## src/rtl/led_blink_pkg.sv

```systemverilog
package led_blink_pkg;
   typedef enum logic [1:0] {
      MODE_DARK  = 2'b00,
      MODE_LIT   = 2'b01,
      MODE_FLASH = 2'b10,
      MODE_SPARE = 2'b11
   } led_mode_e;

   localparam int MODE_LSB = 0;
   localparam int HALF_LSB = 8;
   localparam int HALF_W   = 8;
   localparam int CFG_MIN_W = HALF_LSB + HALF_W;
endpackage

```

## src/rtl/tick_divider.sv

```systemverilog
module tick_divider #(
   parameter int CLK_HZ  = 100_000_000,
   parameter int TICK_HZ = 1000
) (
   input  logic clk,
   input  logic rst,
   output logic tick_o
);
   localparam int DIV = CLK_HZ / TICK_HZ;
   localparam int CW  = (DIV > 1) ? $clog2(DIV) : 1;

   if (TICK_HZ <= 0 || CLK_HZ < TICK_HZ) begin : g_bad_rate
      $error("tick_divider: TICK_HZ must be positive and not above CLK_HZ");
   end

   if (DIV <= 1) begin : g_every_cycle
      logic unused_ok;
      assign unused_ok = clk ^ rst;
      assign tick_o = 1'b1;
   end else begin : g_counter
      logic [CW-1:0] cnt;
      always_ff @(posedge clk or posedge rst) begin
         if (rst) cnt <= '0;
         else if (cnt == CW'(DIV - 1)) cnt <= '0;
         else cnt <= cnt + 1'b1;
      end
      assign tick_o = (cnt == CW'(DIV - 1));


      tick_single_chk: assert property (@(posedge clk) disable iff (rst)
         tick_o |=> !tick_o);
   end
endmodule

```

## src/rtl/led_channel.sv

```systemverilog
module led_channel
   import led_blink_pkg::*;
#(
   parameter int DATA_W      = 32,
   parameter bit ACTIVE_HIGH = 1'b1
) (
   input  logic              clk,
   input  logic              rst,
   input  logic              tick_i,
   input  logic              wr_i,
   input  logic [DATA_W-1:0] wdata_i,
   output logic [DATA_W-1:0] cfg_o,
   output logic              led_o
);
   if (DATA_W < CFG_MIN_W) begin : g_bad_width
      $error("led_channel: DATA_W too narrow for the half-period field");
   end

   logic [DATA_W-1:0] cfg;
   logic [HALF_W-1:0] cnt;
   logic              lit;
   led_mode_e         mode;
   logic [HALF_W-1:0] half, eff_half;
   logic              restart, last, active;

   assign mode     = led_mode_e'(cfg[MODE_LSB +: 2]);
   assign half     = cfg[HALF_LSB +: HALF_W];
   assign eff_half = (half == '0) ? HALF_W'(1) : half;
   assign last     = (cnt >= eff_half - HALF_W'(1));
   assign restart  = wr_i && (wdata_i[MODE_LSB +: 2] != cfg[MODE_LSB +: 2]);

   always_ff @(posedge clk or posedge rst) begin
      if (rst) begin
         cfg <= '0;
         cnt <= '0;
         lit <= 1'b0;
      end else begin
         if (wr_i) cfg <= wdata_i;
         if (restart) begin
            cnt <= '0;
            lit <= 1'b0;
         end else if (mode == MODE_FLASH && tick_i) begin
            if (last) begin
               cnt <= '0;
               lit <= ~lit;
            end else begin
               cnt <= cnt + 1'b1;
            end
         end
      end
   end

   assign active = (mode == MODE_LIT) || (mode == MODE_FLASH && lit);
   assign cfg_o  = cfg;

   if (ACTIVE_HIGH) begin : g_drive_high
      assign led_o = active;
   end else begin : g_drive_low
      assign led_o = ~active;
   end


   flash_on_tick_chk: assert property (@(posedge clk) disable iff (rst)
      (!$stable(lit) && !$past(wr_i)) |-> ($past(tick_i) && $past(mode) == MODE_FLASH));


   restart_clear_chk: assert property (@(posedge clk) disable iff (rst)
      $past(restart) |-> (cnt == '0 && !lit));
endmodule

```

## src/rtl/led_blink_bank.sv

```systemverilog
module led_blink_bank
   import led_blink_pkg::*;
#(
   parameter int CLK_HZ      = 100_000_000,
   parameter int TICK_HZ     = 1000,
   parameter bit ACTIVE_HIGH = 1'b1,
   parameter int LED_COUNT   = 4,
   parameter int ADDR_W      = 2,
   parameter int DATA_W      = 32
) (
   input  logic                 clk,
   input  logic                 rst,
   input  logic                 wb_cyc_i,
   input  logic                 wb_stb_i,
   input  logic                 wb_we_i,
   input  logic [ADDR_W-1:0]    wb_adr_i,
   input  logic [DATA_W-1:0]    wb_dat_i,
   output logic [DATA_W-1:0]    wb_dat_o,
   output logic                 wb_ack_o,
   output logic [LED_COUNT-1:0] led_o
);
   if (LED_COUNT != 4) begin : g_bad_count
      $error("led_blink_bank: exactly four LEDs are supported");
   end
   if ((1 << ADDR_W) < LED_COUNT) begin : g_bad_addr
      $error("led_blink_bank: ADDR_W cannot reach every LED register");
   end

   logic                 tick;
   logic                 req;
   logic [LED_COUNT-1:0] wr_sel;
   logic [DATA_W-1:0]    cfg_bus [LED_COUNT];
   logic [DATA_W-1:0]    rd_mux;

   assign req = wb_cyc_i && wb_stb_i && !wb_ack_o;

   tick_divider #(.CLK_HZ(CLK_HZ), .TICK_HZ(TICK_HZ)) u_tick (
      .clk(clk), .rst(rst), .tick_o(tick)
   );

   for (genvar i = 0; i < LED_COUNT; i++) begin : g_led
      assign wr_sel[i] = req && wb_we_i && (wb_adr_i == ADDR_W'(i));
      led_channel #(.DATA_W(DATA_W), .ACTIVE_HIGH(ACTIVE_HIGH)) u_chan (
         .clk(clk), .rst(rst), .tick_i(tick), .wr_i(wr_sel[i]),
         .wdata_i(wb_dat_i), .cfg_o(cfg_bus[i]), .led_o(led_o[i])
      );
   end

   always_comb begin
      rd_mux = '0;
      for (int i = 0; i < LED_COUNT; i++) begin
         if (wb_adr_i == ADDR_W'(i)) rd_mux = cfg_bus[i];
      end
   end

   always_ff @(posedge clk or posedge rst) begin
      if (rst) begin
         wb_ack_o <= 1'b0;
         wb_dat_o <= '0;
      end else begin
         wb_ack_o <= req;
         if (req && !wb_we_i) wb_dat_o <= rd_mux;
      end
   end


   ack_next_cycle_chk: assert property (@(posedge clk) disable iff (rst)
      (wb_cyc_i && wb_stb_i && !wb_ack_o) |=> wb_ack_o);


   ack_requested_chk: assert property (@(posedge clk) disable iff (rst)
      wb_ack_o |-> $past(wb_cyc_i && wb_stb_i));


   single_write_chk: assert property (@(posedge clk) disable iff (rst)
      $onehot0(wr_sel));
endmodule

```

## config.mk

```make
export PLATFORM = sky130hd
export DESIGN_NAME = led_blink_bank
export DESIGN_NICKNAME = d
export VERILOG_FILES = /design/src/rtl/led_blink_pkg.sv /design/src/rtl/tick_divider.sv /design/src/rtl/led_channel.sv /design/src/rtl/led_blink_bank.sv
export SDC_FILE = /design/constraint.sdc
export NUM_CORES = 1
export LEC_CHECK = 0
export BUFFER_PORTS_ARGS = -buffer_cell sky130_fd_sc_hd__buf_4
export CORE_MARGIN = 1.5
export CORE_UTILIZATION = 45
export DETAILED_ROUTE_END_ITERATION = 7
export GPL_TIMING_DRIVEN = 0
export PLACE_DENSITY = 0.61
export SLEW_MARGIN = 20
export SYNTH_ARGS = -nofsm -noshare
export SYNTH_HDL_FRONTEND = slang
export SYNTH_SLANG_ARGS = --single-unit
```

## constraint.sdc

```tcl
create_clock -name clk -period 17.33 [get_ports clk]
set_input_delay 0.8665 -clock clk [delete_from_list [all_inputs] [get_ports clk]]
set_output_delay 0.8665 -clock clk [all_outputs]
set_load 0.02 [all_outputs]
```

==> results of run 1 <==
-- logic make-up after synthesis --
family	after synthesis	share of synthesized area, %
adders and majority gates	41	4.79
DFF	214	50.0
and+or+nand+nor	214	10.2
xor gates and xnor gates	52	4.25
AOI/OAI and AO/OA	88	4.81
muxes	194	23.7
buffers and inverters	57	2.29
-- metrics by stage --
step | hold slack (ns) | util (%) | std cells
2_1_floorplan | 0.455 | - | 860
4_1_cts | 0.319 | 53.8 | 1296
3_3_place_gp | 0.462 | 49.8 | 1250
3_5_place_dp | 0.455 | 50.0 | 1252
6_report | 0.328 | 53.8 | 1296
5_1_grt | 0.341 | 53.8 | 1296
-- per-layer routing --
layer  vias up  wire [µm]  track usage [%]
li1       3318          -                -
met1      3521      10700             27.2
met2       101      11000             31.7
met3        23        941             3.58
met4         0        340             4.04
met5         -          0                0
-- worst max-delay path, stage by stage (launching register included) --
cell and delay (ns):
dfrtp_1 0.42, nor2_1 0.19, nand3_1 0.12, o21bai_1 0.25
inv_1 0.11, ha_1 0.22, xnor2_1 0.13, ha_1 0.29
a211oi_1 0.23, o21ai_0 0.16, a211oi_1 0.86, nand2b_1 0.32
o31ai_1 0.29
-- sequential cells by signal, summed over array words and instances, names as in the netlist --
signal,cells
g_led.u_chan.cfg_o,128
g_led.u_chan.cnt,32
g_led.u_chan.lit,4
u_tick.g_counter.cnt,17
wb_ack_o,1
wb_dat_o,32
-- cell usage in the layout, fill, tap and decap left out, types with 7 or more instances in the layout --
cell type | synthesis | layout
o21ai_0 | 25 | 25
nor2_1 | 43 | 43
dfrtp_1 | 214 | 214
mux4_2 | 32 | 32
nand2b_1 | 9 | 9
nor2b_1 | 8 | 8
nand2_1 | 48 | 48
xor2_1 | 13 | 13
clkbuf_16 | 0 | 24
mux2_2 | 158 | 158
ha_1 | 41 | 41
xnor2_1 | 39 | 39
clkbuf_1 | 28 | 30
a22oi_1 | 9 | 9
inv_1 | 19 | 18
nor3_1 | 25 | 25
a21oi_1 | 33 | 33
buf_4 | 4 | 75
clkinv_2 | 0 | 7
or3_1 | 9 | 9
nand3_1 | 31 | 31
-- power by group --
group,switching (mW),leakage (nW),internal (mW),total (mW)
sequential,0.102,2.65,0.622,0.724
combinational,0.213,2.38,0.247,0.461
clock,0.209,0.437,0.341,0.550
total,0.525,5.47,1.21,1.73
-- final cells by class --
cell class / count / area (µm²)
well taps: 319 / 399
inverters: 19 / 78.8
repair buffers: 73 / 588
plain buffers: 38 / 174
fillers: 2088 / 10800
flip-flops and latches: 214 / 5360
clock buffers: 32 / 691
multi-input cells: 589 / 5110
clock inverters: 12 / 185
-- Yosys cell counts, drive strengths merged, types with 3 or more instances --
master / n / area share (%)
dfrtp: 214 / 50
mux2: 158 / 17
nand2: 48 / 1.7
nor2: 43 / 1.5
ha: 41 / 4.8
xnor2: 39 / 3.2
a21oi: 33 / 1.5
mux4: 32 / 6.7
nand3: 31 / 1.4
clkbuf: 28 / 0.98
nor3: 25 / 1.2
o21ai: 25 / 1.2
inv: 19 / 0.67
xor2: 13 / 1.1
buf: 10 / 0.64
a22oi: 9 / 0.63
nand2b: 9 / 0.53
or3: 9 / 0.53
nor2b: 8 / 0.47
and3: 6 / 0.35
a211oi: 5 / 0.35
and2: 5 / 0.29
nand4b: 5 / 0.41
o21bai: 5 / 0.35
or2: 5 / 0.29
mux2i: 4 / 0.37
nand4: 4 / 0.23
or4: 4 / 0.32
a31oi: 3 / 0.18
and4: 3 / 0.25
nor4: 3 / 0.18
o31ai: 3 / 0.21
-- worst min-delay path by stage --
| stage | start | end | slack [ns] | cells past startpoint |
|---|---|---|---|---|
| 6_report | rst | u_tick.g_counter.cnt[9]$_DFF_PP0_ | 0.33 | 2 |
| 5_1_grt | rst | u_tick.g_counter.cnt[6]$_DFF_PP0_ | 0.34 | 2 |
| 4_1_cts | rst | g_led[1].u_chan.cfg_o[2]$_DFFE_PP0P_ | 0.32 | 2 |
| 3_5_place_dp | wb_ack_o$_DFF_PP0_ | wb_ack_o$_DFF_PP0_ | 0.46 | 1 |
| 3_3_place_gp | wb_ack_o$_DFF_PP0_ | wb_ack_o$_DFF_PP0_ | 0.46 | 1 |
| 2_1_floorplan | u_tick.g_counter.cnt[0]$_DFF_PP0_ | u_tick.g_counter.cnt[0]$_DFF_PP0_ | 0.45 | 1 |
==> flow_metrics.env, run 1 <==
export IMPL_r2r_cells=12
export IMPL_yosysUniqueCellTypes=45
export IMPL_synthesis_area_mm2=0.0107
export IMPL_syn2layout_area_growth_pct=17.5
export IMPL_ys_flop_type="dfrtp_1"
export IMPL_finalNetCount=1039
export IMPL_crit_start="g_led[1].u_chan.cfg_o[11]$_DFFE_PP0P_"
export IMPL_crit_end="g_led[1].u_chan.cnt[3]$_DFFE_PP0P_"
export IMPL_setup_violations=0
export IMPL_pre_cts_slack_ns=13.65
export IMPL_track_usage_pct=19.4
export IMPL_worstPathArrival_ns=4.12
export IMPL_pin_count=76
export IMPL_status="complete, no violations"
export IMPL_power_mw=1.73
export IMPL_grt_pass1_wl_mm=37.5
export IMPL_num_antenna_cells=0
export IMPL_syn_instance_count=860
export IMPL_gp_congestion=0.777
export IMPL_path_max_fanout=9
export IMPL_ant_nets=0
export IMPL_die_area_mm2=0.0247
export IMPL_hold_viol_final=0
export IMPL_fin_crit_sh_pct=21.2
export IMPL_cts_tree="done"
export IMPL_rrSetupSlack_ns=13.65
export IMPL_num_vias=6963
export IMPL_yosysWarningCount=0
export IMPL_powerDensity_mw_per_mm2=138
export IMPL_cts_made_buffers=24
export IMPL_syn_nets=940
export IMPL_portBuffers=71
export IMPL_first_pass_iters=4
export IMPL_clockBufferDepth=3
export IMPL_yosysSeqAreaShare_pct=50.0
export IMPL_antenna_found_initial=0
export IMPL_crit_required_ns=17.78
export IMPL_clock_sinks=214
export IMPL_wl_per_cell_um=17.7
export IMPL_grt_max_degree=101
export IMPL_fp_coreArea_mm2=0.0234
export IMPL_drc=0
export IMPL_final_setup_skew_ns=0.0232
export IMPL_reg2reg_from="g_led[1].u_chan.cfg_o[11]$_DFFE_PP0P_"
export IMPL_tns_ns=0
export IMPL_slew_limit_headroom_pct=33.4
export IMPL_first_iter_violations=342
export IMPL_overflow=0
export IMPL_cts_resized=0
export IMPL_fin_ws_ns=13.65
export IMPL_synth_edf_count=0
export IMPL_avgSynthCellArea_um2=12.5
export IMPL_htree_levels=1
export IMPL_hold_path_class="in -> async"
export IMPL_maxCapViolCount=0
export IMPL_period_minus_slack_ns=3.68
export IMPL_dp_hpwl_mm=16.3
export IMPL_ys_ff_latch=214
export IMPL_layout_drive_gt1_share_pct=32.4
export IMPL_row_count=56
export IMPL_wl_mm=23.0
export IMPL_die_w_um=157
export IMPL_cts_root_buffer="clkbuf_16"
export IMPL_r2r_end="g_led[1].u_chan.cnt[3]$_DFFE_PP0P_"
export IMPL_cts_hold_buf=0
export IMPL_start_kind="register"
export IMPL_crit_path_end_kind="register"
export IMPL_vias_per_cell=5.37
export IMPL_fin_area_mm2=0.0126
export IMPL_initial_utilization_pct=45.8
export IMPL_async_flop_share_pct=100
export IMPL_rsz0062_at_grt="false"
export IMPL_post_cts_buffers=0
export IMPL_postPlaceCellArea_mm2=0.0117
export IMPL_max_freq_ghz=0.272
export IMPL_vdd_ir_drop_max_mv=0.108
export IMPL_die_y_um=157
export IMPL_clk_latency_ns=0.54
export IMPL_drv_slew=0
export IMPL_grt_pass1_vias=6957
export IMPL_tightest_slew_ns=0.993
export IMPL_critical_path_class="reg -> reg"
export IMPL_clk_pin_slew_ns=0.06
export IMPL_leakagePower_nw=5.47
Power figures use the tool's default switching activity.
==> inputs of run 2 (changes only) <==
--- a/config.mk
+++ b/config.mk
@@ -5,12 +5,13 @@
 export SDC_FILE = /design/constraint.sdc
 export NUM_CORES = 1
 export LEC_CHECK = 0
+export ABC_AREA = 1
 export BUFFER_PORTS_ARGS = -buffer_cell sky130_fd_sc_hd__buf_4
 export CORE_MARGIN = 1.5
 export CORE_UTILIZATION = 45
 export DETAILED_ROUTE_END_ITERATION = 7
 export GPL_TIMING_DRIVEN = 0
-export PLACE_DENSITY = 0.61
+export PLACE_DENSITY = 0.64
 export SLEW_MARGIN = 20
 export SYNTH_ARGS = -nofsm -noshare
 export SYNTH_HDL_FRONTEND = slang
==> constraint.sdc (replaced) <==
create_clock -name clk -period 3 [get_ports clk]
set_input_delay 0.15 -clock clk [delete_from_list [all_inputs] [get_ports clk]]
set_output_delay 0.15 -clock clk [all_outputs]
set_load 0.02 [all_outputs]
==> run 2 against run 1 <==
Critical path depth grew 7. Area after synthesis rose by 5.2%. Count of clock-buffer cells in the layout is 3 higher. First-iteration DRC count grew 110%. Worst setup slack worse by 13 ns. Non-clock buffer count rose by 58. Clock power increased to 5.7 times the previous value. Hold slack got worse by 0.25 ns. Critical path type unchanged. Largest cell class unchanged.
==> flow_metrics.env, run 2 <==
export IMPL_vdd_ir_drop_max_mv=0.420
export IMPL_htree_levels=1
export IMPL_clk_pin_slew_ns=0.06
export IMPL_wl_met2_mm=14.4
export IMPL_track_usage_pct=23.7
export IMPL_clk_latency_ns=0.55
export IMPL_status="complete, no violations"
export IMPL_die_y_um=161
export IMPL_yosysUniqueCellTypes=41
export IMPL_slew_limit_headroom_pct=47.0
export IMPL_power_mw=9.04
export IMPL_async_flop_share_pct=100
export IMPL_final_util_pct=55.6
export IMPL_initial_utilization_pct=46.0
export IMPL_syn_instance_count=1407
export IMPL_synthMuxAreaShare_pct=0
export IMPL_syn2layout_area_growth_pct=20.6
export IMPL_synth_top_area_share_pct=47.5
export IMPL_synth_xor_area_share_pct=3.03
export IMPL_avgSynthCellArea_um2=8.01
export IMPL_final_setup_skew_ns=0.0326
export IMPL_final_cells=1889
export IMPL_fin_hold_ws_ns=0.0733
export IMPL_drv_slew=0
export IMPL_grt_pass1_vias=9502
export IMPL_clockBufferDepth=3
export IMPL_ys_flop_type="dfrtp_1"
export IMPL_antenna_found_initial=0
export IMPL_rrSetupSlack_ns=0.31
export IMPL_highest_layer="met4"
export IMPL_wl_met1_mm=13.2
export IMPL_worstPathArrival_ns=3.10
export IMPL_clock_sinks=214
export IMPL_fill_cells=2259
export IMPL_cp_top_family="simple AND/OR/NAND/NOR gates"
export IMPL_synth_top_area_cell="dfrtp_1"
export IMPL_max_freq_ghz=0.371
export IMPL_wl_per_cell_um=15.8
export IMPL_powerDensity_mw_per_mm2=665
export IMPL_num_vias=9855
export IMPL_dp_cells=1810
export IMPL_leakagePower_nw=6.86
export IMPL_synth_simple_area_share_pct=25.0
export IMPL_final_cell_mix="391 x nand2_1, 214 x dfrtp_1, 149 x o21ai_0"
export IMPL_dp_hpwl_mm=21.8
export IMPL_cts_root_buffer="clkbuf_16"
export IMPL_cts_made_buffers=24
export IMPL_cp_slowest_cell="dfrtp_1"
export IMPL_die_area_mm2=0.0260
export IMPL_maxCapViolCount=0
export IMPL_overflow=0
export IMPL_crit_required_ns=3.41
export IMPL_crit_path_end_kind="register"
export IMPL_synth_top_cells_by_area="dfrtp_1 48%, nand2_1 13%, o21ai_0 6.7%, inv_1 4.6%, ha_1 4.6%"
export IMPL_period_minus_slack_ns=2.69
export IMPL_path_max_fanout=4
export IMPL_grt_max_degree=33
export IMPL_cpPeakStageDelay_ns=0.39
export IMPL_postPlaceCellArea_mm2=0.0124
export IMPL_start_kind="register"
export IMPL_crit_top_cell="nand2_1"
export IMPL_die_w_um=161
export IMPL_rsz0062_at_grt="true"
export IMPL_cp_num_buf_inv=3
export IMPL_num_antenna_cells=0
export IMPL_ys_ff_latch=214
export IMPL_synthesis_area_mm2=0.0113
export IMPL_hold_viol_final=0
export IMPL_layout_drive_gt1_share_pct=12.7
export IMPL_synth_compound_area_share_pct=12.3
export IMPL_hold_path_class="in -> reg"
export IMPL_gp_congestion=0.871
export IMPL_first_iter_violations=727
export IMPL_setup_violations=0
export IMPL_synth_fa_ha_area_share_pct=4.55
export IMPL_vias_per_cell=5.22
export IMPL_path_cells="inv_1 > nand2_1 > nor2_2 > nand3_1 > nand2_1 > inv_1 > ha_1 > nand3_1 > nor3_2 > xor2_1 > inv_1 > ha_1 > nand2_1 > nor2_2 > nand2_1 > nand3_1 > nand2_2 > nand2_1 > nand2_1"
export IMPL_synth_top_family_by_area="simple AND/OR/NAND/NOR gates"
export IMPL_fin_crit_sh_pct=89.8
export IMPL_row_count=57
export IMPL_cts_tree="done"
export IMPL_ys_top_cells_by_count="392 x nand2_1, 214 x dfrtp_1, 150 x o21ai_0"
export IMPL_route_met3_wl_mm=1.29
export IMPL_grt_pass1_wl_mm=49.4
export IMPL_portBuffers=72
export IMPL_ant_nets=0
export IMPL_pin_count=76
export IMPL_drc=0
export IMPL_fin_ws_ns=0.305
export IMPL_yosysSeqAreaShare_pct=47.5
export IMPL_largest_register_ffs=128
export IMPL_post_cts_buffers=0
export IMPL_synth_edf_count=0
export IMPL_yosysWarningCount=0
export IMPL_first_pass_iters=7
export IMPL_fp_coreArea_mm2=0.0245
export IMPL_syn_nets=1487
export IMPL_fin_area_mm2=0.0136
export IMPL_ff_latch_area_mm2=0.00536
export IMPL_pre_cts_slack_ns=0.265
export IMPL_tightest_slew_ns=0.790
export IMPL_final_common_cell="nand2_1"
export IMPL_finalNetCount=1627
export IMPL_synth_most_common_cell="nand2_1"
export IMPL_wl_mm=29.8
export IMPL_critical_path_class="reg -> reg"
export IMPL_multi_input_area_mm2=0.00509
export IMPL_tns_ns=0
[run 2: cell count changes after synthesis, sizes merged, moves of 10 or more]
cell,previous run,this run
inv,19,144
nor3,25,9
xnor2,39,12
mux4,32,0
nand3,31,99
o21ai,25,171
nor2,43,125
buf,10,34
nand4,4,14
a31oi,3,19
nand2,48,404
mux2,158,0
xor2,13,27
[run 2: where the power goes]
| group | internal [mW] | total, mW | switching (mW) |
|---|---|---|---|
| combinational | 0.857 | 2.12 | 1.27 |
| sequential | 3.40 | 3.77 | 0.367 |
| clock | 1.93 | 3.15 | 1.22 |
[run 2: per-layer routing]
metal	vias up	global-route usage (%)
met4	0	8.21
li1	4863	-
met5	-	0
met1	4692	31.1
met3	57	2.98
met2	243	40.6
[run 2: cell type report]
cell class	instances	share of cell area (%)
sequential	214	39.4
inverter	145	4.03
buffer	55	2.28
multi-input combinational	993	37.4
timing repair buffer	114	7.59
clock buffer	35	5.02
tap	324	2.98
clock inverter	9	1.25
[run 2: worst paths after layout]
| kind | startpoint | to | cells after the start |
|---|---|---|---|
| setup / recovery | g_led[3].u_chan.cfg_o[9]$_DFFE_PP0P_ | g_led[3].u_chan.lit$_DFFE_PP0P_ | 19 |
| hold / removal | wb_adr_i[0] | wb_dat_o[29]$_DFFE_PP0P_ | 5 |
| setup reg to reg | g_led[3].u_chan.cfg_o[9]$_DFFE_PP0P_ | g_led[3].u_chan.lit$_DFFE_PP0P_ | 19 |
| hold reg to reg | u_tick.g_counter.cnt[0]$_DFF_PP0_ | u_tick.g_counter.cnt[0]$_DFF_PP0_ | 1 |
| max in group asynchronous | rst | g_led[3].u_chan.cnt[5]$_DFFE_PP0P_ | 5 |
| min in group asynchronous | rst | g_led[2].u_chan.cfg_o[25]$_DFFE_PP0P_ | 3 |
[run 2: cell families after synthesis]
logic type	count (synthesis)
fa+ha+maj	41
compound gates	257
simple gates	656
buf+inv	200
xor+xnor	39
flops	214
[run 2: what timing repair did]
item / CTS / global route
resized for setup: 0 / 12
endpoints found under the hold margin: 160 / 0
endpoints found under the setup margin: 0 / 16
hold buffers: 35 / 0
[run 2: worst register-to-register path: stages (launching register included)]
cell	delay [ns]
dfrtp_1	0.39
inv_1	0.12
nand2_1	0.10
nor2_2	0.15
nand3_1	0.10
nand2_1	0.09
inv_1	0.07
ha_1	0.21
nand3_1	0.14
nor3_2	0.06
xor2_1	0.15
inv_1	0.06
ha_1	0.26
nand2_1	0.07
nor2_2	0.16
nand2_1	0.10
nand3_1	0.11
nand2_2	0.11
nand2_1	0.07
nand2_1	0.05
==> inputs of run 3 (changes only) <==
--- a/config.mk
+++ b/config.mk
@@ -8,10 +8,10 @@
 export ABC_AREA = 1
 export BUFFER_PORTS_ARGS = -buffer_cell sky130_fd_sc_hd__buf_4
 export CORE_MARGIN = 1.5
-export CORE_UTILIZATION = 45
+export CORE_UTILIZATION = 55
 export DETAILED_ROUTE_END_ITERATION = 7
 export GPL_TIMING_DRIVEN = 0
-export PLACE_DENSITY = 0.64
+export PLACE_DENSITY = 0.75
 export SLEW_MARGIN = 20
 export SYNTH_ARGS = -nofsm -noshare
 export SYNTH_HDL_FRONTEND = slang
==> run 3 against run 2 <==
Maximum frequency fell by 1.4%. Non-clock buffer count stayed put. Sequential power about the same. Die area decreased by 18%. Clock skew shrank 0.013 ns. Largest cell class unchanged. Largest power group unchanged. Highest routed layer unchanged.
==> flow_metrics.env, run 3 (synthesis gave the netlist of run 2 again) <==
export IMPL_status="complete, no violations"
export IMPL_overflow=0
export IMPL_antenna_found_initial=0
export IMPL_tightest_slew_ns=0.801
export IMPL_switching_power_mw=2.88
export IMPL_finalNetCount=1627
export IMPL_die_y_um=146
export IMPL_vdd_ir_drop_max_mv=0.444
export IMPL_fin_area_mm2=0.0134
export IMPL_hold_viol_final=0
export IMPL_leakagePower_nw=6.82
export IMPL_vias_per_cell=5.52
export IMPL_slew_limit_headroom_pct=46.3
export IMPL_postPlaceCellArea_mm2=0.0123
export IMPL_wl_per_cell_um=16.2
export IMPL_setup_violations=0
export IMPL_portBuffers=72
export IMPL_use_met3_pct=3.97
export IMPL_post_cts_buffers=0
export IMPL_power_mw=8.76
export IMPL_critical_path_class="reg -> reg"
export IMPL_clockPowerShare_pct=32.4
export IMPL_grt_pass1_vias=9842
export IMPL_crit_required_ns=3.41
export IMPL_p_int_mw=5.88
export IMPL_syn2layout_area_growth_pct=19.2
export IMPL_pre_cts_slack_ns=0.207
export IMPL_final_common_cell="nand2_1"
export IMPL_cts_tree="done"
export IMPL_clk_latency_ns=0.53
export IMPL_die_area_mm2=0.0213
export IMPL_max_freq_ghz=0.366
export IMPL_final_setup_skew_ns=0.0192
export IMPL_drv_slew=0
export IMPL_switching_share_pct=32.8
export IMPL_first_pass_iters=6
export IMPL_final_cell_mix="392 x nand2_1, 214 x dfrtp_1, 149 x o21ai_0"
export IMPL_rsz0062_at_grt="false"
export IMPL_grt_busiest_layer="met2"
export IMPL_gp_congestion=0.864
export IMPL_fp_coreArea_mm2=0.0202
export IMPL_hold_path_class="in -> reg"
export IMPL_clockBufferDepth=3
export IMPL_first_iter_violations=831
export IMPL_seq_power_share_pct=43.1
export IMPL_tns_ns=0
export IMPL_layout_drive_gt1_share_pct=12.7
export IMPL_wl_mm=29.7
export IMPL_clk_pin_slew_ns=0.06
export IMPL_die_w_um=146
export IMPL_powerDensity_mw_per_mm2=652
export IMPL_clock_sinks=214
export IMPL_rrSetupSlack_ns=0.27
export IMPL_crit_path_end_kind="register"
export IMPL_num_antenna_cells=0
export IMPL_pin_count=76
export IMPL_worstPathArrival_ns=3.14
export IMPL_final_util_pct=66.6
export IMPL_track_usage_pct=28.2
export IMPL_start_kind="register"
export IMPL_grt_max_degree=34
export IMPL_initial_utilization_pct=55.8
export IMPL_htree_levels=1
export IMPL_row_count=52
export IMPL_period_minus_slack_ns=2.73
export IMPL_grt_pass1_wl_mm=48.8
export IMPL_met2_usage_pct=48.5
export IMPL_largest_register_ffs=128
export IMPL_drc=0
export IMPL_fin_ws_ns=0.266
export IMPL_num_vias=10100
export IMPL_dp_hpwl_mm=21.1
export IMPL_fin_crit_sh_pct=91.1
export IMPL_cts_root_buffer="clkbuf_16"
export IMPL_power_frac_comb_pct=24.5
export IMPL_globalRouteMet1Util_pct=36.9
export IMPL_cts_made_buffers=24
export IMPL_maxCapViolCount=0
export IMPL_ant_nets=0
export IMPL_path_max_fanout=5
[run 3: worst paths after layout]
check | start | end | depth (start not counted)
worst min-delay path | wb_adr_i[0] | wb_dat_o[29]$_DFFE_PP0P_ | 5
max in group asynchronous | rst | u_tick.g_counter.cnt[10]$_DFF_PP0_ | 6
min in group asynchronous | rst | wb_dat_o[27]$_DFFE_PP0P_ | 3
worst max register to register | g_led[2].u_chan.cfg_o[11]$_DFFE_PP0P_ | g_led[2].u_chan.cnt[2]$_DFFE_PP0P_ | 17
worst max-delay path | g_led[2].u_chan.cfg_o[11]$_DFFE_PP0P_ | g_led[2].u_chan.cnt[2]$_DFFE_PP0P_ | 17
worst min register to register | u_tick.g_counter.cnt[0]$_DFF_PP0_ | u_tick.g_counter.cnt[0]$_DFF_PP0_ | 1
[run 3: critical path, cell delays in order, from the launching register on]
cell and delay, ns:
dfrtp_1 0.44, nor2_1 0.18, nand2_1 0.10, o21ai_1 0.21, inv_1 0.11, ha_1 0.21, nand2_1 0.12, nor3_1 0.08
xor2_1 0.14, inv_1 0.06, ha_1 0.26, nand2_1 0.06, nor2_1 0.17, nand4_1 0.11, nand3_1 0.17, nor2_1 0.06
nand3_1 0.07, nand2_1 0.05
[run 3: power by group through the flow]
stage / clock [mW] / sequential (mW) / combinational [mW]
after floorplan: 0 / 3.83 / 1.34
final: 2.84 / 3.78 / 2.14
after CTS: 2.86 / 3.76 / 2.14
after global placement: 0 / 3.79 / 1.98
after detailed placement: 0 / 3.81 / 2.08
after global routing: 2.98 / 3.83 / 2.42
[run 3: repair_timing]
action                                  in CTS  in global routing
hold endpoints to repair                   223                  0
gates resized for setup                      0                  9
hold buffers                                35                  0
endpoints found under the setup margin       0                 22
[run 3: per-layer routing]
metal  routed length [µm]  part of all wire, %  vias up
li1                     -                    -     4852
met1                12400                   42     4863
met2                14700                   49      332
met3                 1800                  6.1       71
met4                  860                  2.9        0
met5                    0                    0        -
[run 3: cell type report]
cell class / instances / area, µm²
Multi-Input combinational cell: 993 / 5080
Sequential cell: 214 / 5360
Buffer: 55 / 310
Tap cell: 270 / 338
Clock buffer: 32 / 691
Inverter: 145 / 548
Timing Repair Buffer: 114 / 1040
Fill cell: 1704 / 6740
Clock inverter: 10 / 70.1
[run 3: per-stage QoR]
stage                     cells  hold slack (ns)
final                      1833           0.0935
after global placement     1749            0.407
after detailed placement   1756            0.160
after floorplan            1407            0.260
after CTS                  1833           0.0826
after global routing       1833            0.110
